==> src/rtl/dest_resolve_pkg.sv <==
package dest_resolve_pkg;
  localparam int UNIT_ID_W = 8;
  localparam int MODEL_W   = 4;
  localparam int DMODE_W   = 3;
  localparam int NIB_W     = UNIT_ID_W / 2;

  typedef enum logic [1:0] {
    SH_FIELD        = 2'd0,
    SH_SELF         = 2'd1,
    SH_ALL          = 2'd2,
    SH_ALL_BUT_SELF = 2'd3
  } shorthand_e;

  typedef enum logic [1:0] {
    ST_IDLE = 2'd0,
    ST_SCAN = 2'd1,
    ST_DONE = 2'd2
  } scan_state_e;

  localparam logic [MODEL_W-1:0]   MODEL_FLAT    = 4'hF;
  localparam logic [MODEL_W-1:0]   MODEL_CLUSTER = 4'h0;
  localparam logic [UNIT_ID_W-1:0] DEST_BCAST    = 8'hFF;
  localparam logic [DMODE_W-1:0]   DMODE_LOWEST  = 3'd1;

  typedef struct packed {
    logic [UNIT_ID_W-1:0] dest;
    logic                 logical;
    shorthand_e           sh;
    logic [UNIT_ID_W-1:0] sender;
    logic [DMODE_W-1:0]   dmode;
  } route_req_t;
endpackage

==> src/rtl/dest_unit_match.sv <==
module dest_unit_match
  import dest_resolve_pkg::*;
(
  input  route_req_t           req,
  input  logic [UNIT_ID_W-1:0] unit_idx,
  input  logic                 unit_present,
  input  logic [UNIT_ID_W-1:0] unit_id,
  input  logic [UNIT_ID_W-1:0] unit_ldest,
  input  logic [MODEL_W-1:0]   unit_model,
  input  logic                 gap_seen,
  output logic                 hit
);
  logic flat_hit, cluster_hit, logical_hit, phys_hit;

  always_comb begin
    flat_hit    = (unit_model == MODEL_FLAT) && (|(req.dest & unit_ldest));
    cluster_hit = (unit_model == MODEL_CLUSTER)
               && (req.dest[UNIT_ID_W-1:NIB_W] == unit_ldest[UNIT_ID_W-1:NIB_W])
               && (|(req.dest[NIB_W-1:0] & unit_ldest[NIB_W-1:0]));
    logical_hit = unit_present && !gap_seen && (flat_hit || cluster_hit);
    phys_hit    = (req.dest == DEST_BCAST) || (unit_present && (unit_id == req.dest));
    case (req.sh)
      SH_FIELD: hit = req.logical ? logical_hit : phys_hit;
      SH_SELF:  hit = (unit_idx == req.sender);
      SH_ALL:   hit = 1'b1;
      default:  hit = (unit_idx != req.sender);
    endcase
  end
endmodule

==> src/rtl/dest_scan_ctrl.sv <==
module dest_scan_ctrl
  import dest_resolve_pkg::*;
#(
  parameter  int NUM_UNITS = 8,
  localparam int CNT_W     = (NUM_UNITS > 1) ? $clog2(NUM_UNITS) : 1
) (
  input  logic             clk,
  input  logic             rst_n,
  input  logic             req_valid,
  output logic             req_ready,
  output logic             res_valid,
  input  logic             res_ready,
  output logic             accept,
  output logic             scan_en,
  output logic [CNT_W-1:0] scan_idx
);
  localparam logic [CNT_W-1:0] LAST_IDX = CNT_W'(NUM_UNITS - 1);

  scan_state_e state_q;
  logic [CNT_W-1:0] idx_q;

  assign req_ready = (state_q == ST_IDLE);
  assign res_valid = (state_q == ST_DONE);
  assign scan_en   = (state_q == ST_SCAN);
  assign accept    = req_valid && req_ready;
  assign scan_idx  = idx_q;

  always_ff @(posedge clk) begin
    if (!rst_n) begin
      state_q <= ST_IDLE;
      idx_q   <= '0;
    end else begin
      case (state_q)
        ST_IDLE: if (req_valid) begin
          state_q <= ST_SCAN;
          idx_q   <= '0;
        end
        ST_SCAN: if (idx_q == LAST_IDX) state_q <= ST_DONE;
                 else idx_q <= idx_q + 1'b1;
        ST_DONE: if (res_ready) state_q <= ST_IDLE;
        default: state_q <= ST_IDLE;
      endcase
    end
  end
endmodule

==> src/rtl/dest_mask_accum.sv <==
module dest_mask_accum #(
  parameter  int NUM_UNITS = 8,
  localparam int CNT_W     = (NUM_UNITS > 1) ? $clog2(NUM_UNITS) : 1
) (
  input  logic                 clk,
  input  logic                 rst_n,
  input  logic                 accept,
  input  logic                 scan_en,
  input  logic [CNT_W-1:0]     scan_idx,
  input  logic                 unit_hit,
  input  logic                 unit_present,
  input  logic                 single_target,
  output logic [NUM_UNITS-1:0] mask,
  output logic                 gap_seen
);
  logic [NUM_UNITS-1:0] mask_q;
  logic gap_q;
  logic take;

  assign take     = scan_en && unit_hit && !(single_target && (|mask_q));
  assign mask     = mask_q;
  assign gap_seen = gap_q;

  always_ff @(posedge clk) begin
    if (!rst_n) begin
      mask_q <= '0;
      gap_q  <= 1'b0;
    end else if (accept) begin
      mask_q <= '0;
      gap_q  <= 1'b0;
    end else if (scan_en) begin
      if (!unit_present) gap_q <= 1'b1;
      for (int k = 0; k < NUM_UNITS; k++) begin
        if (take && (scan_idx == CNT_W'(k))) mask_q[k] <= 1'b1;
      end
    end
  end
endmodule

==> src/rtl/dest_resolver.sv <==
module dest_resolver
  import dest_resolve_pkg::*;
#(
  parameter int NUM_UNITS = 8
) (
  input  logic                           clk,
  input  logic                           rst_n,
  input  logic                           req_valid,
  output logic                           req_ready,
  input  logic [UNIT_ID_W-1:0]           req_dest,
  input  logic                           req_logical,
  input  logic [1:0]                     req_shorthand,
  input  logic [UNIT_ID_W-1:0]           req_sender,
  input  logic [DMODE_W-1:0]             req_dmode,
  input  logic [NUM_UNITS*UNIT_ID_W-1:0] unit_phys_id,
  input  logic [NUM_UNITS*UNIT_ID_W-1:0] unit_log_dest,
  input  logic [NUM_UNITS*MODEL_W-1:0]   unit_model,
  input  logic [NUM_UNITS-1:0]           unit_present,
  output logic                           res_valid,
  input  logic                           res_ready,
  output logic [NUM_UNITS-1:0]           res_mask
);
  localparam int CNT_W = (NUM_UNITS > 1) ? $clog2(NUM_UNITS) : 1;

  logic             accept, scan_en, gap_seen, unit_hit, single_target;
  logic [CNT_W-1:0] scan_idx;
  route_req_t       req_q;

  logic [UNIT_ID_W-1:0] id_arr [NUM_UNITS];
  logic [UNIT_ID_W-1:0] ld_arr [NUM_UNITS];
  logic [MODEL_W-1:0]   md_arr [NUM_UNITS];

  for (genvar g = 0; g < NUM_UNITS; g++) begin : g_unpack
    assign id_arr[g] = unit_phys_id[g*UNIT_ID_W +: UNIT_ID_W];
    assign ld_arr[g] = unit_log_dest[g*UNIT_ID_W +: UNIT_ID_W];
    assign md_arr[g] = unit_model[g*MODEL_W +: MODEL_W];
  end

  logic [UNIT_ID_W-1:0] cur_id, cur_ld;
  logic [MODEL_W-1:0]   cur_md;
  logic                 cur_pr;

  always_comb begin
    cur_id = '0;
    cur_ld = '0;
    cur_md = '0;
    cur_pr = 1'b0;
    for (int k = 0; k < NUM_UNITS; k++) begin
      if (scan_idx == CNT_W'(k)) begin
        cur_id = id_arr[k];
        cur_ld = ld_arr[k];
        cur_md = md_arr[k];
        cur_pr = unit_present[k];
      end
    end
  end

  always_ff @(posedge clk) begin
    if (!rst_n) begin
      req_q <= '0;
    end else if (accept) begin
      req_q.dest    <= req_dest;
      req_q.logical <= req_logical;
      req_q.sh      <= shorthand_e'(req_shorthand);
      req_q.sender  <= req_sender;
      req_q.dmode   <= req_dmode;
    end
  end

  assign single_target = (req_q.dmode == DMODE_LOWEST)
                      || ((req_q.sh == SH_FIELD) && !req_q.logical && (req_q.dest != DEST_BCAST));

  dest_scan_ctrl #(.NUM_UNITS(NUM_UNITS)) ctrl_i (
    .clk       (clk),
    .rst_n     (rst_n),
    .req_valid (req_valid),
    .req_ready (req_ready),
    .res_valid (res_valid),
    .res_ready (res_ready),
    .accept    (accept),
    .scan_en   (scan_en),
    .scan_idx  (scan_idx)
  );

  dest_unit_match match_i (
    .req          (req_q),
    .unit_idx     (UNIT_ID_W'(scan_idx)),
    .unit_present (cur_pr),
    .unit_id      (cur_id),
    .unit_ldest   (cur_ld),
    .unit_model   (cur_md),
    .gap_seen     (gap_seen),
    .hit          (unit_hit)
  );

  dest_mask_accum #(.NUM_UNITS(NUM_UNITS)) accum_i (
    .clk           (clk),
    .rst_n         (rst_n),
    .accept        (accept),
    .scan_en       (scan_en),
    .scan_idx      (scan_idx),
    .unit_hit      (unit_hit),
    .unit_present  (cur_pr),
    .single_target (single_target),
    .mask          (res_mask),
    .gap_seen      (gap_seen)
  );
endmodule

==> config.mk <==
export PLATFORM = sky130hd
export DESIGN_NAME = dest_resolver
export DESIGN_NICKNAME = d
export VERILOG_FILES = /design/src/rtl/dest_resolve_pkg.sv /design/src/rtl/dest_unit_match.sv /design/src/rtl/dest_scan_ctrl.sv /design/src/rtl/dest_mask_accum.sv /design/src/rtl/dest_resolver.sv
export SDC_FILE = /design/constraint.sdc
export NUM_CORES = 1
export LEC_CHECK = 0
export BUFFER_PORTS_ARGS = -buffer_cell sky130_fd_sc_hd__buf_2
export CAP_MARGIN = 30
export CORE_MARGIN = 1
export CORE_UTILIZATION = 50
export CTS_BUF_LIST = sky130_fd_sc_hd__clkbuf_4
export DETAILED_ROUTE_END_ITERATION = 16
export PLACE_DENSITY = 0.89
export SLEW_MARGIN = 30
export SYNTH_ARGS = -nofsm -noshare
export SYNTH_HDL_FRONTEND = slang
export SYNTH_HIERARCHICAL = 1
export SYNTH_SLANG_ARGS = --single-unit
export TNS_END_PERCENT = 50
==> constraint.sdc <==
create_clock -name clk -period 6.6 [get_ports clk]
set_clock_uncertainty 0.1 [all_clocks]
set_input_delay 1.32 -clock clk [delete_from_list [all_inputs] [get_ports clk]]
set_output_delay 1.32 -clock clk [all_outputs]
set_load 0.02 [all_outputs]
; Word-level counts from Yosys, hierarchy flattened
; Index checks and enable logic that the tools add are counted.
[word_totals]
reg_bits = 36
output_inout_bits = 10
[classes]
mux = 41
n_reduce_logical = 46
eq_ne = 23
addsub = 1
n_bitwise = 4
[op_table]
columns = op, count
row1 = $mux W8, 16
row2 = $mux W4, 8
row3 = $logic_and A1 B1 Y1, 20
row4 = $reduce_and A2 Y1, 9
row5 = $reduce_or A8 Y1, 2
row6 = $eq A3 B3 Y1 const B, 4
row7 = $mux W1, 9
row8 = $and A8 B8 Y8, 1
row9 = $eq A3 B8 Y1, 1
row10 = $eq A8 B8 Y1, 1
row11 = $eq A8 B8 Y1 const B, 1
row12 = $ne A3 B8 Y1, 1
row13 = $ne A8 B8 Y1 const B, 1
row14 = $eq A3 B1 Y1 const B, 2
row15 = $eq A3 B2 Y1 const B, 2
row16 = $mux W2, 3
row17 = $mux W3, 2
row18 = $ne A2 B2 Y1 const B, 3
row19 = $pmux W2 S3, 1
row20 = $pmux W3 S2, 1
row21 = $reduce_and A3 Y1, 2
row22 = $and A4 B4 Y4, 1
row23 = $eq A2 B1 Y1 const B, 2
row24 = $eq A2 B2 Y1 const B, 2
row25 = other kinds (14), 20

; Depth between registers and ports, before layout
[logic_depth]
word_depth = 20
ltp_mapped = 15
depth_no_buf = 12

; By module
; Netlist, hierarchy kept.
[modules_own_cells]
columns = module, cells_per_inst, n_inst, area_per_inst_um2
row1 = dest_resolver, 325, 1, 2582.5
row2 = dest_mask_accum, 42, 1, 397.9
row3 = dest_unit_match, 44, 1, 351.6
row4 = dest_scan_ctrl, 33, 1, 279.0

; Least setup slack after synthesis
; No wires, ideal clock.
[synth_timing]
path_kind = input-to-reg
start = input port unit_log_dest[21]
end = register accum_i.mask_q[7], in the netlist accum_i/mask[7]
cell_stages = 12
setup_ns = 0.074
n_path_buf = 0
slack_ns = 2.898
t_arrival_ns = 3.528
cell_sequence = mux2i_1 -> or2_2 -> a21oi_1 -> o31a_1 -> ha_1 -> or4_1 -> o211ai_1 -> nand4_1 -> o211ai_2 -> and4b_1 -> nand4_1 -> o21ai_0
[synth_via]
elab_chain_cells = 17
elab_cells_between_ends = 20
classes_between = eq/ne (1) / mux (8) / bitwise (1) / reduce/logical (10)
[synth_lines]
columns = item, line_no
row1 = "start, declared", dest_resolver.sv:16  ; input logic [NUM_UNITS*UNIT_ID_W-1:0] unit_log_dest,
row2 = $mux W8 * (6 in a row), dest_resolver.sv:49  ; if (scan_idx == CNT_W'(k)) begin
row3 = net cur_ld[5], dest_resolver.sv:39  ; logic [UNIT_ID_W-1:0] cur_id, cur_ld;
row4 = $and A8 B8 Y8 or $eq A4 B4 Y1 (tied branches), "dest_unit_match.sv:16, dest_unit_match.sv:18"
row5 = $reduce_or A8 Y1 or $logic_and A1 B1 Y1 (tied branches), "dest_unit_match.sv:16, dest_unit_match.sv:18"
row6 = "$logic_and A1 B1 Y1, on equally long branches", "dest_unit_match.sv:16, dest_unit_match.sv:19"
row7 = $logic_or A1 B1 Y1 *, dest_unit_match.sv:20  ; logical_hit = unit_present && !gap_seen && (flat_hit || cluster_hit);
row8 = $logic_and A1 B1 Y1 *, dest_unit_match.sv:20
row9 = $mux W1 *, dest_unit_match.sv:23  ; SH_FIELD: hit = req.logical ? logical_hit : phys_hit;
row10 = $pmux W1 S3 *, dest_unit_match.sv:22  ; case (req.sh)
row11 = net unit_hit, dest_resolver.sv:25  ; logic accept, scan_en, gap_seen, unit_hit, single_target;
row12 = $logic_and A1 B1 Y1 * (2 in a row), dest_mask_accum.sv:20  ; assign take = scan_en && unit_hit && !(single_target && (|mask_q));
row13 = $logic_and A1 B1 Y1 *, dest_mask_accum.sv:34  ; if (take && (scan_idx == CNT_W'(k))) mask_q[k] <= 1'b1;
row14 = $reduce_and A2 Y1 (no source line) *, --
row15 = "end signal, assigned", dest_mask_accum.sv:26  ; mask_q <= '0;
row16 = "end signal, assigned", dest_mask_accum.sv:29  ; mask_q <= '0;
row17 = "end signal, assigned by index", dest_mask_accum.sv:34
row18 = "end, declared", dest_mask_accum.sv:16  ; logic [NUM_UNITS-1:0] mask_q;
; Mark *: on every way through the listed nets, which the timed path passes. The rest lies on a longest branch.
; A chain may end at the register's enable or synchronous reset.

; Worst setup path after layout
[layout_timing]
start = register ctrl_i.idx_q[1], in the netlist ctrl_i/scan_idx[1]
end = register accum_i.mask_q[1], in the netlist accum_i/mask[1]
[layout_via]
elab_chain_cells = 20
elab_cells_between_ends = 64
classes_between = eq/ne (12) / mux (34) / bitwise (2) / reduce/logical (16)
[layout_lines]
columns = item, line_no
row1 = "start, declared", dest_scan_ctrl.sv:20  ; logic [CNT_W-1:0] idx_q;
row2 = "start signal, assigned", dest_scan_ctrl.sv:39  ; else idx_q <= idx_q + 1'b1;
row3 = $logic_not A3 Y1, dest_resolver.sv:49
row4 = $mux W8 (7 in a row), dest_resolver.sv:49
row5 = $mux W8 *, dest_resolver.sv:49
row6 = net cur_ld[7], dest_resolver.sv:39
row7 = $and A8 B8 Y8 or $eq A4 B4 Y1 (tied branches), "dest_unit_match.sv:16, dest_unit_match.sv:18"
row8 = $reduce_or A8 Y1 or $logic_and A1 B1 Y1 (tied branches), "dest_unit_match.sv:16, dest_unit_match.sv:18"
row9 = "$logic_and A1 B1 Y1, on equally long branches", "dest_unit_match.sv:16, dest_unit_match.sv:19"
row10 = $logic_or A1 B1 Y1 *, dest_unit_match.sv:20
row11 = $logic_and A1 B1 Y1 *, dest_unit_match.sv:20
row12 = $mux W1 *, dest_unit_match.sv:23
row13 = $pmux W1 S3 *, dest_unit_match.sv:22
row14 = net unit_hit, dest_resolver.sv:25
row15 = $logic_and A1 B1 Y1 * (2 in a row), dest_mask_accum.sv:20
row16 = $logic_and A1 B1 Y1 *, dest_mask_accum.sv:34
row17 = $reduce_and A2 Y1 (no source line) *, --
; Marked as above.

==> results.toml <==
[outcome]
status = "complete, no violations"

[clock_tree]
clock-sinks = 36
clock_path_buffers = 2
post_cts_resized = 0
cts_tree = "done"
ctsHoldBuffers = 0
insertion_delay_ns = 0.34
clock_tree.root_cell = "clkbuf_4"
post-cts-setup-buffers = 0
htree_levels = 2
cts_made_buffers = 5
path_clk_slew_ns = 0.11

[critical_path]
cp_slowest_cell = "dfxtp_2"
cp_cell_sequence = "buf_4, nor2b_4, a221oi_1, a21oi_1, o31a_1, ha_1, or4_1, o211ai_1, nand4_1, o211ai_2, and4b_1, nand3_1, o21ai_0"
startpoint_type = "flip-flop"
path_class = "flip-flop to flip-flop"
end_kind = "flip-flop"
cp.arrival_ns = 4.51
max_stage_delay_ns = 0.77
crit_family = "simple AND/OR/NAND/NOR gates"
crit_buf_inv = 1
crit_fanout = 35
critPathRequiredTime_ns = 6.77

[cells_and_area]
antenna_cells = 0
seqCellArea_sq_um = 726.9
n_fill_cell = 581
finalNetCount = 827
drive_gt1_share_pct = 40.92
final_cell_mix = "203 x buf_2, 65 x mux2i_1, 57 x nand2_1, 39 x a21oi_1, 33 x dfxtp_1"
area_delta_synth_final_pct = 30.08
multi_input_area_sq_um = 2674
layout_commonest_cell = "buf_2"

[logic_synthesis]
avgSynthCellArea_sq_um = 8.133
syn_area_sq_um = 3611
yosys_most_used_dff = "dfxtp_1"
synth-edff-count = 0
ys_ff_latch = 36
synth_cells = 444
yosysUniqueCellTypes = 49
async_reset_ff_share_pct = 0
yosys_warnings = 6
ys_seq_area_share_pct = 19.96

[floorplanning]
dieArea_sq_um = 7566
start_util_pct = 52.57
rows = 30
die_y_um = 86.98
core_sq_um = 6869
num_io_pins = 204
dieWidth_um = 86.98

[route]
drtIter0Drc = 194
via_per_inst = 5.805
wl_per_cell_um = 16.28
wl_mm = 11.79
first_pass_iters = 5
drc = 0
via_count = 4203
ant_nets = 0

[timing]
tightest_slew_ns = 0.7406
hold_viol = 0
rsz0062_at_grt = "false"
finalCriticalPeriod_ns = 4.339
finalMaxSlewViolations = 0
fmax_mhz = 230.5
slew_headroom_pct = 50.52
fin_crit_sh_pct = 65.75
setup_viol = 0
tns_ns = 0

[power_and_ir_drop]
power.density_nw_per_um2 = 131.6
leakage_nw = 1.991
ir_drop_mv = 0.1599
total_power_mw = 0.6181

[global_route]
grt_overflow = 0
antenna_found_initial = 0
grt_pass1_wl_mm = 17.77
grt.total_usage_pct = 29.65
grt_max_degree = 96
grt_pass1_vias = 3971

[placement]
hpwl_mm = 9.154
numPortBuffers = 203
globalplace.congestion = 0.8119

[run]
maxCapViolations = 0

[hold_path]
hold_class = "flip-flop to flip-flop"
[routing by layer]
layer | routed length [um] | vias up | global-route usage [%]
met1 | 4552 | 1950 | 33.29
met4 | 372 | 0 | 13.48
met5 | 0 | - | 0
met2 | 6067 | 196 | 54.33
li1 | - | 2017 | -
met3 | 792 | 40 | 5.118
[synthesized netlist by cell type, types with 2 or more instances]
cell type | instances | area (sq um)
mux2i_1 | 65 | 650.6
nand2_1 | 57 | 214.0
a21oi_1 | 39 | 195.2
dfxtp_1 | 36 | 720.7
nor2b_1 | 27 | 168.9
a22oi_1 | 20 | 150.1
buf_2 | 20 | 100.1
o31a_1 | 19 | 166.4
or2_2 | 19 | 118.9
nor2_1 | 11 | 41.29
a221oi_2 | 10 | 150.1
o21ai_0 | 10 | 50.05
a221oi_1 | 9 | 78.83
xnor2_1 | 9 | 78.83
nand4_1 | 8 | 50.05
clkbuf_1 | 7 | 26.28
nand3_1 | 7 | 35.03
xor2_1 | 7 | 61.31
buf_6 | 6 | 67.56
ha_1 | 6 | 75.07
o211ai_1 | 6 | 45.04
o31ai_1 | 6 | 45.04
inv_1 | 4 | 15.01
a31oi_1 | 3 | 18.77
nand3b_1 | 3 | 22.52
or4_1 | 3 | 22.52
and2_1 | 2 | 12.51
buf_1 | 2 | 7.510
nor3_1 | 2 | 10.01
nor4_1 | 2 | 12.51
[flip-flops by register name (all words and copies together) (netlist names)]
register / flops
accum_i/gap_seen: 1
ctrl_i/scan_idx: 3
accum_i/mask: 8
ctrl_i/state_q: 2
req_q: 22
[where the power goes]
| group | switching, mW | total, mW | internal [mW] |
|---|---|---|---|
| Clock | 0.0716 | 0.155 | 0.0835 |
| Sequential | 0.0181 | 0.245 | 0.227 |
| Combinational | 0.0996 | 0.218 | 0.118 |
| Total | 0.189 | 0.618 | 0.429 |
[layout make-up]
type | count | share of cell area, %
tap | 96 | 2.557
timing repair buffer | 209 | 23.02
clock inverter | 2 | 0.7459
multi-input combinational | 371 | 56.93
sequential | 36 | 15.48
inverter | 4 | 0.3197
clock buffer | 6 | 0.9590
[worst reg2reg max path: cells and delay by family (launching register included)]
kind	cells	cell delay (ns)
AND/OR/NAND/NOR	5	1.62
adder cells (fa/ha/maj)	1	0.21
flip-flops	1	0.77
buffers and inverters	1	0.50
AO/OA/AOI/OAI	6	1.09
[stage by stage]
step / utilization [%] / worst slack [ns] / hold slack, ns / std cells / instance area, sq um
3_5_place_dp: 66.74 / 2.275 / 0.3574 / 715 / 4584
5_1_grt: 68.38 / 1.973 / 0.3932 / 724 / 4697
4_1_cts: 67.91 / 2.257 / 0.3831 / 723 / 4664
3_3_place_gp: 66.74 / 2.367 / 0.3525 / 715 / 4584
2_1_floorplan: - / 2.898 / 0.3351 / 448 / 3626
6_report: 68.38 / 2.261 / 0.3827 / 724 / 4697
[worst paths after layout]
kind,start,to,slack [ns],cells past startpoint
setup / recovery,ctrl_i/scan_idx[1],accum_i/mask[1],2.26,13
hold / removal,accum_i/gap_seen,accum_i/gap_seen,0.38,1
hold reg to reg,accum_i/gap_seen,accum_i/gap_seen,0.38,1
setup reg to reg,ctrl_i/scan_idx[1],accum_i/mask[1],2.26,13
[cell families after synthesis]
logic type / Yosys count / synth area share (%)
AOI/OAI and AO/OA: 131 / 27.27
xor gates and xnor gates: 16 / 3.881
adders and majority gates: 6 / 2.079
buffers and inverters: 41 / 6.618
DFF: 36 / 19.96
muxes: 65 / 18.02
other: 1 / 0.1039
and+or+nand+nor: 148 / 22.07
No activity file was read; power rests on OpenSTA's default activity.
